`src/rtl/wdr_pkg.sv`:
```
package wdr_pkg;
  localparam int DATA_W   = 32;
  localparam int KEY_W    = 8;
  localparam int REG_W    = DATA_W - KEY_W;
  localparam logic [KEY_W-1:0] WR_KEY = 8'h5A;

  localparam int OFF_CTRL = 8'h1C;
  localparam int OFF_STAT = 8'h20;
  localparam int OFF_CNT  = 8'h24;

  localparam int CFG_LSB  = 4;
  localparam int CFG_MSB  = 5;

  typedef enum logic {
    WD_IDLE  = 1'b0,
    WD_PULSE = 1'b1
  } wd_state_e;
endpackage

```
`src/rtl/wdr_prescaler.sv`:
```
module wdr_prescaler #(
  parameter int TICK_DIV = 750
) (
  input  logic clk,
  input  logic rst,
  input  logic restart,
  output logic tick
);
  localparam int PW = $clog2(TICK_DIV + 1);
  localparam logic [PW-1:0] LAST = PW'(TICK_DIV - 1);

  logic [PW-1:0] pcnt_q;

  assign tick = (pcnt_q == LAST) && !restart;

  always_ff @(posedge clk) begin
    if (rst || restart) begin
      pcnt_q <= '0;
    end else if (pcnt_q == LAST) begin
      pcnt_q <= '0;
    end else begin
      pcnt_q <= pcnt_q + 1'b1;
    end
  end
endmodule

```
`src/rtl/wdr_countdown.sv`:
```
module wdr_countdown
  import wdr_pkg::*;
#(
  parameter int CNT_W     = 20,
  parameter int PULSE_LEN = 16
) (
  input  logic             clk,
  input  logic             rst,
  input  logic             load_en,
  input  logic [CNT_W-1:0] load_val,
  input  logic [1:0]       cfg,
  input  logic             tick,
  output logic [CNT_W-1:0] cnt_q,
  output logic             req_q,
  output logic [1:0]       kind_q,
  output logic             armed,
  output logic             done
);
  localparam int LW = $clog2(PULSE_LEN + 1);
  localparam logic [LW-1:0] LEN_LAST = LW'(PULSE_LEN - 1);

  wd_state_e      state_q;
  logic [LW-1:0]  plen_q;
  logic           expire;

  assign armed  = (cfg != 2'b00) && (state_q == WD_IDLE);
  assign expire = armed && tick && !load_en && (cnt_q <= CNT_W'(1));
  assign done   = (state_q == WD_PULSE) && (plen_q == '0);

  always_ff @(posedge clk) begin
    if (rst) begin
      cnt_q <= '0;
    end else if (load_en) begin
      cnt_q <= load_val;
    end else if (expire) begin
      cnt_q <= '0;
    end else if (armed && tick) begin
      cnt_q <= cnt_q - 1'b1;
    end
  end

  always_ff @(posedge clk) begin
    if (rst) begin
      state_q <= WD_IDLE;
      plen_q  <= '0;
      req_q   <= 1'b0;
      kind_q  <= 2'b00;
    end else begin
      case (state_q)
        WD_IDLE: begin
          if (expire) begin
            state_q <= WD_PULSE;
            plen_q  <= LEN_LAST;
            req_q   <= 1'b1;
            kind_q  <= cfg;
          end
        end
        WD_PULSE: begin
          if (plen_q == '0) begin
            state_q <= WD_IDLE;
            req_q   <= 1'b0;
            kind_q  <= 2'b00;
          end else begin
            plen_q <= plen_q - 1'b1;
          end
        end
        default: state_q <= WD_IDLE;
      endcase
    end
  end
endmodule

```
`src/rtl/wdr_regs.sv`:
```
module wdr_regs
  import wdr_pkg::*;
#(
  parameter int ADDR_W = 8,
  parameter int CNT_W  = 20
) (
  input  logic              clk,
  input  logic              rst,
  input  logic              wr_en,
  input  logic              rd_en,
  input  logic [ADDR_W-1:0] addr,
  input  logic [DATA_W-1:0] wdata,
  input  logic              clr_cfg,
  input  logic [CNT_W-1:0]  cnt_val,
  output logic [1:0]        cfg,
  output logic [REG_W-1:0]  ctrl_q,
  output logic [REG_W-1:0]  stat_q,
  output logic              cnt_ld,
  output logic [CNT_W-1:0]  cnt_ld_val,
  output logic [DATA_W-1:0] rdata
);
  logic key_ok;
  logic sel_ctrl, sel_stat, sel_cnt;

  assign key_ok   = (wdata[DATA_W-1:REG_W] == WR_KEY);
  assign sel_ctrl = (addr == ADDR_W'(OFF_CTRL));
  assign sel_stat = (addr == ADDR_W'(OFF_STAT));
  assign sel_cnt  = (addr == ADDR_W'(OFF_CNT));

  assign cnt_ld     = wr_en && key_ok && sel_cnt;
  assign cnt_ld_val = wdata[CNT_W-1:0];
  assign cfg        = ctrl_q[CFG_MSB:CFG_LSB];

  always_ff @(posedge clk) begin
    if (rst) begin
      ctrl_q <= '0;
    end else begin
      if (wr_en && key_ok && sel_ctrl) begin
        ctrl_q <= wdata[REG_W-1:0];
      end
      if (clr_cfg) begin
        ctrl_q[CFG_MSB:CFG_LSB] <= 2'b00;
      end
    end
  end

  always_ff @(posedge clk) begin
    if (rst) begin
      stat_q <= '0;
    end else if (wr_en && key_ok && sel_stat) begin
      stat_q <= wdata[REG_W-1:0];
    end
  end

  always_ff @(posedge clk) begin
    if (rst) begin
      rdata <= '0;
    end else if (rd_en) begin
      if (sel_ctrl) begin
        rdata <= DATA_W'(ctrl_q);
      end else if (sel_stat) begin
        rdata <= DATA_W'(stat_q);
      end else if (sel_cnt) begin
        rdata <= DATA_W'(cnt_val);
      end else begin
        rdata <= '0;
      end
    end
  end
endmodule

```
`src/rtl/wdog_rstctl.sv`:
```
module wdog_rstctl
  import wdr_pkg::*;
#(
  parameter int ADDR_W    = 8,
  parameter int CNT_W     = 20,
  parameter int TICK_DIV  = 750,
  parameter int PULSE_LEN = 16
) (
  input  logic              clk,
  input  logic              rst,
  input  logic              wr_en,
  input  logic              rd_en,
  input  logic [ADDR_W-1:0] addr,
  input  logic [31:0]       wdata,
  output logic [31:0]       rdata,
  output logic              sys_rst_req,
  output logic [1:0]        rst_kind
);
  logic [1:0]       cfg_q;
  logic [REG_W-1:0] ctrl_q;
  logic [REG_W-1:0] stat_q;
  logic             cnt_ld;
  logic [CNT_W-1:0] cnt_ld_val;
  logic [CNT_W-1:0] cnt_q;
  logic             armed;
  logic             done;
  logic             tick;

  wdr_regs #(.ADDR_W(ADDR_W), .CNT_W(CNT_W)) u_regs (
    .clk(clk), .rst(rst), .wr_en(wr_en), .rd_en(rd_en), .addr(addr),
    .wdata(wdata), .clr_cfg(done), .cnt_val(cnt_q), .cfg(cfg_q),
    .ctrl_q(ctrl_q), .stat_q(stat_q), .cnt_ld(cnt_ld),
    .cnt_ld_val(cnt_ld_val), .rdata(rdata)
  );

  wdr_prescaler #(.TICK_DIV(TICK_DIV)) u_presc (
    .clk(clk), .rst(rst), .restart(!armed || cnt_ld), .tick(tick)
  );

  wdr_countdown #(.CNT_W(CNT_W), .PULSE_LEN(PULSE_LEN)) u_cnt (
    .clk(clk), .rst(rst), .load_en(cnt_ld), .load_val(cnt_ld_val),
    .cfg(cfg_q), .tick(tick), .cnt_q(cnt_q), .req_q(sys_rst_req),
    .kind_q(rst_kind), .armed(armed), .done(done)
  );
endmodule

```
`config.mk`:
```
export PLATFORM = sky130hd
export DESIGN_NAME = wdog_rstctl
export DESIGN_NICKNAME = d
export VERILOG_FILES = /design/src/rtl/wdr_pkg.sv /design/src/rtl/wdr_prescaler.sv /design/src/rtl/wdr_countdown.sv /design/src/rtl/wdr_regs.sv /design/src/rtl/wdog_rstctl.sv
export SDC_FILE = /design/constraint.sdc
export NUM_CORES = 1
export LEC_CHECK = 0
export ABC_AREA = 1
export BUFFER_PORTS_ARGS = -buffer_cell sky130_fd_sc_hd__buf_2
export CAP_MARGIN = 25
export CORE_AREA = 2 2 102 104
export DETAILED_ROUTE_END_ITERATION = 10
export DIE_AREA = 0 0 104 106
export HOLD_SLACK_MARGIN = 0.03
export PLACE_DENSITY = 0.88
export SLEW_MARGIN = 30
export SYNTH_ARGS = -nofsm -noshare
export SYNTH_HDL_FRONTEND = slang
export SYNTH_SLANG_ARGS = --single-unit
```
`constraint.sdc`:
```
create_clock -name clk -period 2 [get_ports clk]
set_clock_uncertainty 0.2 [all_clocks]
set_input_delay 0.1 -clock clk [delete_from_list [all_inputs] [get_ports clk]]
set_output_delay 0.1 -clock clk [all_outputs]
set_load 0.05 [all_outputs]
```
## After elaboration in Yosys (flattened, before gate mapping)

Cells that the tools add are included.

- Flip-flop bits (word level): 119
- Word-level logic and storage cells: 63

- $add $sub $neg: 3
- Magnitude comparators: 1
- Equal/unequal tests: 8
- Mux-type cells: 18
- Bitwise gates (word level): 1
- Reductions and logical operators: 22

Operator list:

| kind | number |
|---|---|
| 20-bit two-way mux | 4 |
| 32-bit two-way mux | 2 |
| 20-bit by 1-bit <= comparator with 1-bit output (second input constant) | 1 |
| 20-bit by 1-bit subtractor with 20-bit output (second input constant) | 1 |
| 8-bit by 6-bit equality test with 1-bit output (second input constant) | 2 |
| 10-bit by 1-bit adder with 10-bit output (second input constant) | 1 |
| 10-bit equality test (second input constant) | 1 |
| 1-bit logical AND | 10 |
| 5-bit two-way mux | 2 |
| 5-bit one-hot mux with 2 select lines | 1 |
| 8-bit by 5-bit equality test with 1-bit output (second input constant) | 1 |
| 8-bit by 7-bit equality test with 1-bit output (second input constant) | 1 |
| 5-bit zero test | 1 |
| 5-bit by 1-bit subtractor with 5-bit output (second input constant) | 1 |
| 1-bit two-way mux | 4 |
| 2-bit two-way mux | 2 |
| 2-bit inequality test (second input constant) | 2 |
| 1-bit one-hot mux with 2 select lines | 2 |
| 2-bit one-hot mux with 2 select lines | 1 |
| 2-bit AND reduction | 2 |
| 2-bit OR reduction | 2 |
| 1-bit zero test | 3 |
| 3-bit nonzero test | 1 |
| 1-bit logical OR | 2 |
| 3 further kinds | 3 |

## Depth between registers and ports, before layout

- Word-level depth: 11
- Depth in mapped cells: 12
- Depth with buffers taken out: 12

## By module

A second synthesis with hierarchy kept.

- Cells, all modules: 863
- Area total of the unflattened synthesis: 6132.1 µm²

Modules (own cells, without submodules):

| module | times used | cells an instance | area each (µm²) | seq. area each (µm²) |
|---|---|---|---|---|
| wdr_regs | 1 | 482 | 3619.7 | 1441.4 |
| wdr_countdown | 1 | 310 | 2013.2 | 580.6 |
| wdr_prescaler | 1 | 69 | 491.7 | 200.2 |
| wdog_rstctl | 1 | 2 | 7.5 | 0.0 |

## Worst setup path before layout

No wires, ideal clock.

- Path kind: register -> register
- Start point: register u_cnt.cnt_q[0]
- End point: register u_cnt.plen_q[0]
- Library setup time: 115 ps
- Arrival time: 1415 ps
- Slack: 270 ps
- Stages on the path, launching flop included: 11
- Buffers on the path: 0
- Cell sequence: dfxtp_1 > inv_1 > ha_1 > nand2_1 > inv_1 > nand3_1 > nand2_1 > nand3_2 > nand2_2 > o21ai_0 > inv_1

- Cells in the longest elaborated chain, start to end: 4

Ends and longest elaborated chain:

| item | line | RTL |
|---|---|---|
| start, declared | wdr_countdown.sv:13 | `output logic [CNT_W-1:0] cnt_q,` |
| start signal, assigned | wdr_countdown.sv:34 | `cnt_q <= load_val;` |
| start signal, assigned | wdr_countdown.sv:38 | `cnt_q <= cnt_q - 1'b1;` |
| 20-bit by 1-bit <= comparator with 1-bit output | wdr_countdown.sv:27 | `assign expire = armed && tick && !load_en && (cnt_q <= CNT_W'(1));` |
| 1-bit logical AND | wdr_countdown.sv:27 |  |
| 2-bit by 1-bit inequality test with 1-bit output (no line) | -- |  |
| 2-bit AND reduction (no line) | -- |  |
| end signal, assigned | wdr_countdown.sv:64 | `plen_q <= plen_q - 1'b1;` |
| end, declared | wdr_countdown.sv:23 | `logic [LW-1:0] plen_q;` |

Every way passes these cells.
A chain may end at the register's enable or synchronous reset.

## Final worst setup path

- Start point: register u_presc.pcnt_q[0]
- End point: register u_cnt.cnt_q[4]

- Cells in the longest elaborated chain, start to end: 7
- Elaborated cells on any way between the ends: 8

Ends and longest elaborated chain:

| item | line | RTL |
|---|---|---|
| start, declared | wdr_prescaler.sv:12 | `logic [PW-1:0] pcnt_q;` |
| start signal, assigned | wdr_prescaler.sv:22 | `pcnt_q <= pcnt_q + 1'b1;` |
| 10-bit equality test (*) | wdr_prescaler.sv:14 | `assign tick = (pcnt_q == LAST) && !restart;` |
| 1-bit logical AND (*) | wdr_prescaler.sv:14 |  |
| 1-bit logical AND (*) | wdr_countdown.sv:27, wdr_countdown.sv:37 |  |
| 1-bit logical AND (2 in series) | wdr_countdown.sv:27 |  |
| 20-bit two-way mux | wdr_countdown.sv:35 | `end else if (expire) begin` |
| 20-bit two-way mux | wdr_countdown.sv:33 | `end else if (load_en) begin` |

Mark *: on every way between the ends. The rest lies on a longest branch, timed or not.

==> summary.md <==
| Metric | Value |
|---|---|
| Status | finished, final reports clean |
| Boundary pin count | 79 |
| DIE WIDTH | 104 um |
| Nets | 929 |
| GR Overflow Total | 0 |
| GP Congestion | 1.005 |
| Kind of critical path | reg -> reg |
| Core area | 10000 sq um |
| Hold Vio Cnt, Final | 0 |
| Min-delay worst type | in -> reg |
| Drt initial violations | 449 |
| Clock H-tree levels | 3 |
| Ys async rst share | 0 |
| Drt pass-1 iters | 5 |
| Number of synthesized flops with an enable pin | 0 |
| Worst-path clk slew | 0.11 ns |
| Clk root buf | clkbuf_8 |
| DP Worst Slack | 0.08736 ns |
| Crit start category | flop |
| Final setup violating endpoints | 0 |
| Max Slew Vio Count | 0 |
| Top Layer Used | met4 |
| Synth-to-layout area growth | 18.75% |
| Crit path max-delay family | simple AND/OR/NAND/NOR gates |
| Synth warn | 0 |
| Synth Register Bits | 111 |
| Detail Route Antenna Nets | 0 |
| Final worst setup slack | 0.1572 ns |
| Worst endpoint required time | 2.11 ns |
| Vias/cell | 5.362 |
| Fraction of layout cells with a size suffix above 1 | 0.1629 |
| Number of distinct library cells after synthesis | 37 |
| Finished Core Util | 0.6507 |
| Routed met2 length | 6.333 mm |
| Rel. slew slack | 0.4647 |
| Pleak | 2.918 nW |
| Synth Flop Type | dfxtp_1 |
| CTS tree | built |
| Pin count of the biggest net entering global routing | 57 |
| Mapped cell area | 5479 sq um |
| Die ar. | 11,020 sq um |
| Sequential fraction of the synthesis area | 0.4056 |
| Antenna cells | 0 |
| Min Tclk post-route | 1.843 ns |
| Vias | 5,469 |
| IO Port Bufs | 70 |
| CP max stage delay | 0.39 ns |
| Metal-1 WL | 6.083 mm |
| Synth top area cells | dfxtp_1 (41%), nand2_1 (11%), nor2_1 (9.6%) |
| Clk sink count | 111 |
| Die H | 106 um |
| Detail Route met3 WL | 948 um |
| Worst Path Max Fanout | 11 |
| # Max-Cap Violations | 0 |
| Number of global-route vias before repair | 5,130 |
| WL final | 13.67 mm |
| Most common cell in the netlist | nand2_1 |
| Worst skew pair latency | 0.38 ns |
| Fillers | 841 |
| Data arrival, critical path | 1.95 ns |
| Max Freq | 542.6 MHz |
| CP max-delay cell | dfxtp_1 |
| First-pass GRT wire length | 23.77 mm |
| Yosys top cell area share | 0.4056 |
| Area leader, netlist | dfxtp_1 |
| Number of placement rows | 37 |
| Initial antenna violation count | 0 |
| CP Buf/Inv Count | 3 |
| Gr usage total | 0.2582 |
| Worst Max-Slew Pin Slew | 0.8020 ns |
| Synthesized instance count | 785 |
| Longest Clk Path Bufs | 2 |
| Post-Syn Area per Cell | 6.980 sq um |
| Routed WL per cell | 13.40 um |
| Post-detail-place hpwl | 9.302 mm |
| Residual DRC count | 0 |
| Share of the clock period used by the worst path | 0.9214 |
| VDD IR max | 0.3663 mV |
| Pwr Density | 604.9 nW/um^2 |
| Initial Utilization | 0.5479 |
| CTS buffer count | 9 |
| CP Capture Type | flop |
| Synth cell count leaders | nand2_1 (166), nor2_1 (140), dfxtp_1 (111) |
| CP Cell Sequence | ha_1, inv_1, nor2_4, nand3_4, nor3_4, buf_4, buf_12, nand3_1, a21oi_1 |
==> cell type report <==
cell class | instances | area (sq um) | area share
clock buffer | 9 | 123.9 | 0.01904
multi-input combinational | 567 | 2825 | 0.4342
tap | 136 | 170.2 | 0.02615
inverter | 70 | 262.8 | 0.04038
sequential | 111 | 2222 | 0.3415
timing repair buffer | 120 | 828.3 | 0.1273
clock inverter | 7 | 73.82 | 0.01135
==> placed cells by master, fill, tap and decap left out, types with 5 or more instances in the layout <==
master / instances
buf_4: 21
nor2_2: 10
dfxtp_1: 111
clkbuf_8: 9
o21ai_0: 71
nand4_1: 7
nand3_1: 45
nor2_1: 139
conb_1: 8
dlygate4sd3_1: 26
o211ai_1: 21
xnor2_1: 5
ha_1: 5
a41oi_1: 20
a21oi_1: 23
buf_2: 70
nand2_2: 5
inv_1: 65
nand2_1: 164
xor2_1: 8
==> per-layer routing <==
metal | track usage | vias to the layer above
li1 | - | 2744
met5 | 0 | -
met2 | 0.4342 | 226
met4 | 0.08784 | 0
met1 | 0.3377 | 2468
met3 | 0.04292 | 31
==> worst paths after layout <==
| path | start | end | slack [ns] | cells past startpoint |
|---|---|---|---|---|
| worst max-delay path | u_presc.pcnt_q[0]$_SDFF_PP0_ | u_cnt.cnt_q[4]$_SDFFE_PP0P_ | 0.16 | 9 |
| worst max register to register | u_presc.pcnt_q[0]$_SDFF_PP0_ | u_cnt.cnt_q[4]$_SDFFE_PP0P_ | 0.16 | 9 |
| worst min-delay path | addr[1] | u_regs.ctrl_q[23]$_SDFFE_PP0P_ | 0.05 | 7 |
| worst min register to register | u_cnt.req_q$_SDFFE_PP0P_ | u_cnt.req_q$_SDFFE_PP0P_ | 0.27 | 2 |
==> metrics by stage <==
| step | hold WS (ns) | cell area, sq um | TNS [ns] | std cells | power [mW] |
|---|---|---|---|---|---|
| after detailed placement | 0.1482 | 6001 | 0 | 976 | 2.602 |
| after global routing | 0.1008 | 6506 | -0.07859 | 1020 | 4.067 |
| final | 0.04773 | 6506 | 0 | 1020 | 3.935 |
| after floorplan | 0.03490 | 5505 | 0 | 792 | 2.506 |
| after global placement | 0.1388 | 6001 | 0 | 976 | 2.600 |
| after CTS | 0.04006 | 6459 | 0 | 1018 | 3.958 |
==> cell families (layout without fill, tap and decap cells) <==
| logic type | count (synthesis) | count (layout) | synth area share |
|---|---|---|---|
| buffers and inverters | 114 | 206 | 0.08952 |
| AOI/OAI and AO/OA | 143 | 143 | 0.1555 |
| DFF | 111 | 111 | 0.4056 |
| other | 1 | 8 | 0.0006844 |
| xor gates and xnor gates | 13 | 13 | 0.02078 |
| adders and majority gates | 6 | 6 | 0.01370 |
| and+or+nand+nor | 397 | 397 | 0.3142 |
==> sequential cells by signal (all words and copies together) (netlist names) <==
| register | cells |
|---|---|
| u_cnt.state_q | 1 |
| u_cnt.req_q | 1 |
| u_regs.rdata | 24 |
| u_regs.ctrl_q | 24 |
| u_cnt.kind_q | 2 |
| u_cnt.cnt_q | 20 |
| u_presc.pcnt_q | 10 |
| u_regs.stat_q | 24 |
| u_cnt.plen_q | 5 |
==> repair_timing <==
item / CTS / global route
endpoints found under the hold margin: 76 / 0
resized for setup: 0 / 9
setup buffers: 0 / 2
endpoints found under the setup margin: 0 / 26
hold buffers: 26 / 0
==> worst reg2reg max path: cells and delay by family (launching register included) <==
family,cells,cell delay [ns]
fa+ha+maj,1,0.16
simple gates,4,0.51
flops,1,0.39
compound gates,1,0.18
buf+inv,3,0.34
==> report_power, final <==
group	internal, mW	total, mW	switching (mW)
combinational	0.119	0.353	0.234
sequential	2.23	2.24	0.0110
clock	0.498	1.34	0.841
total	2.85	3.94	1.09
Note: power is estimated with default switching activity, not from simulation.
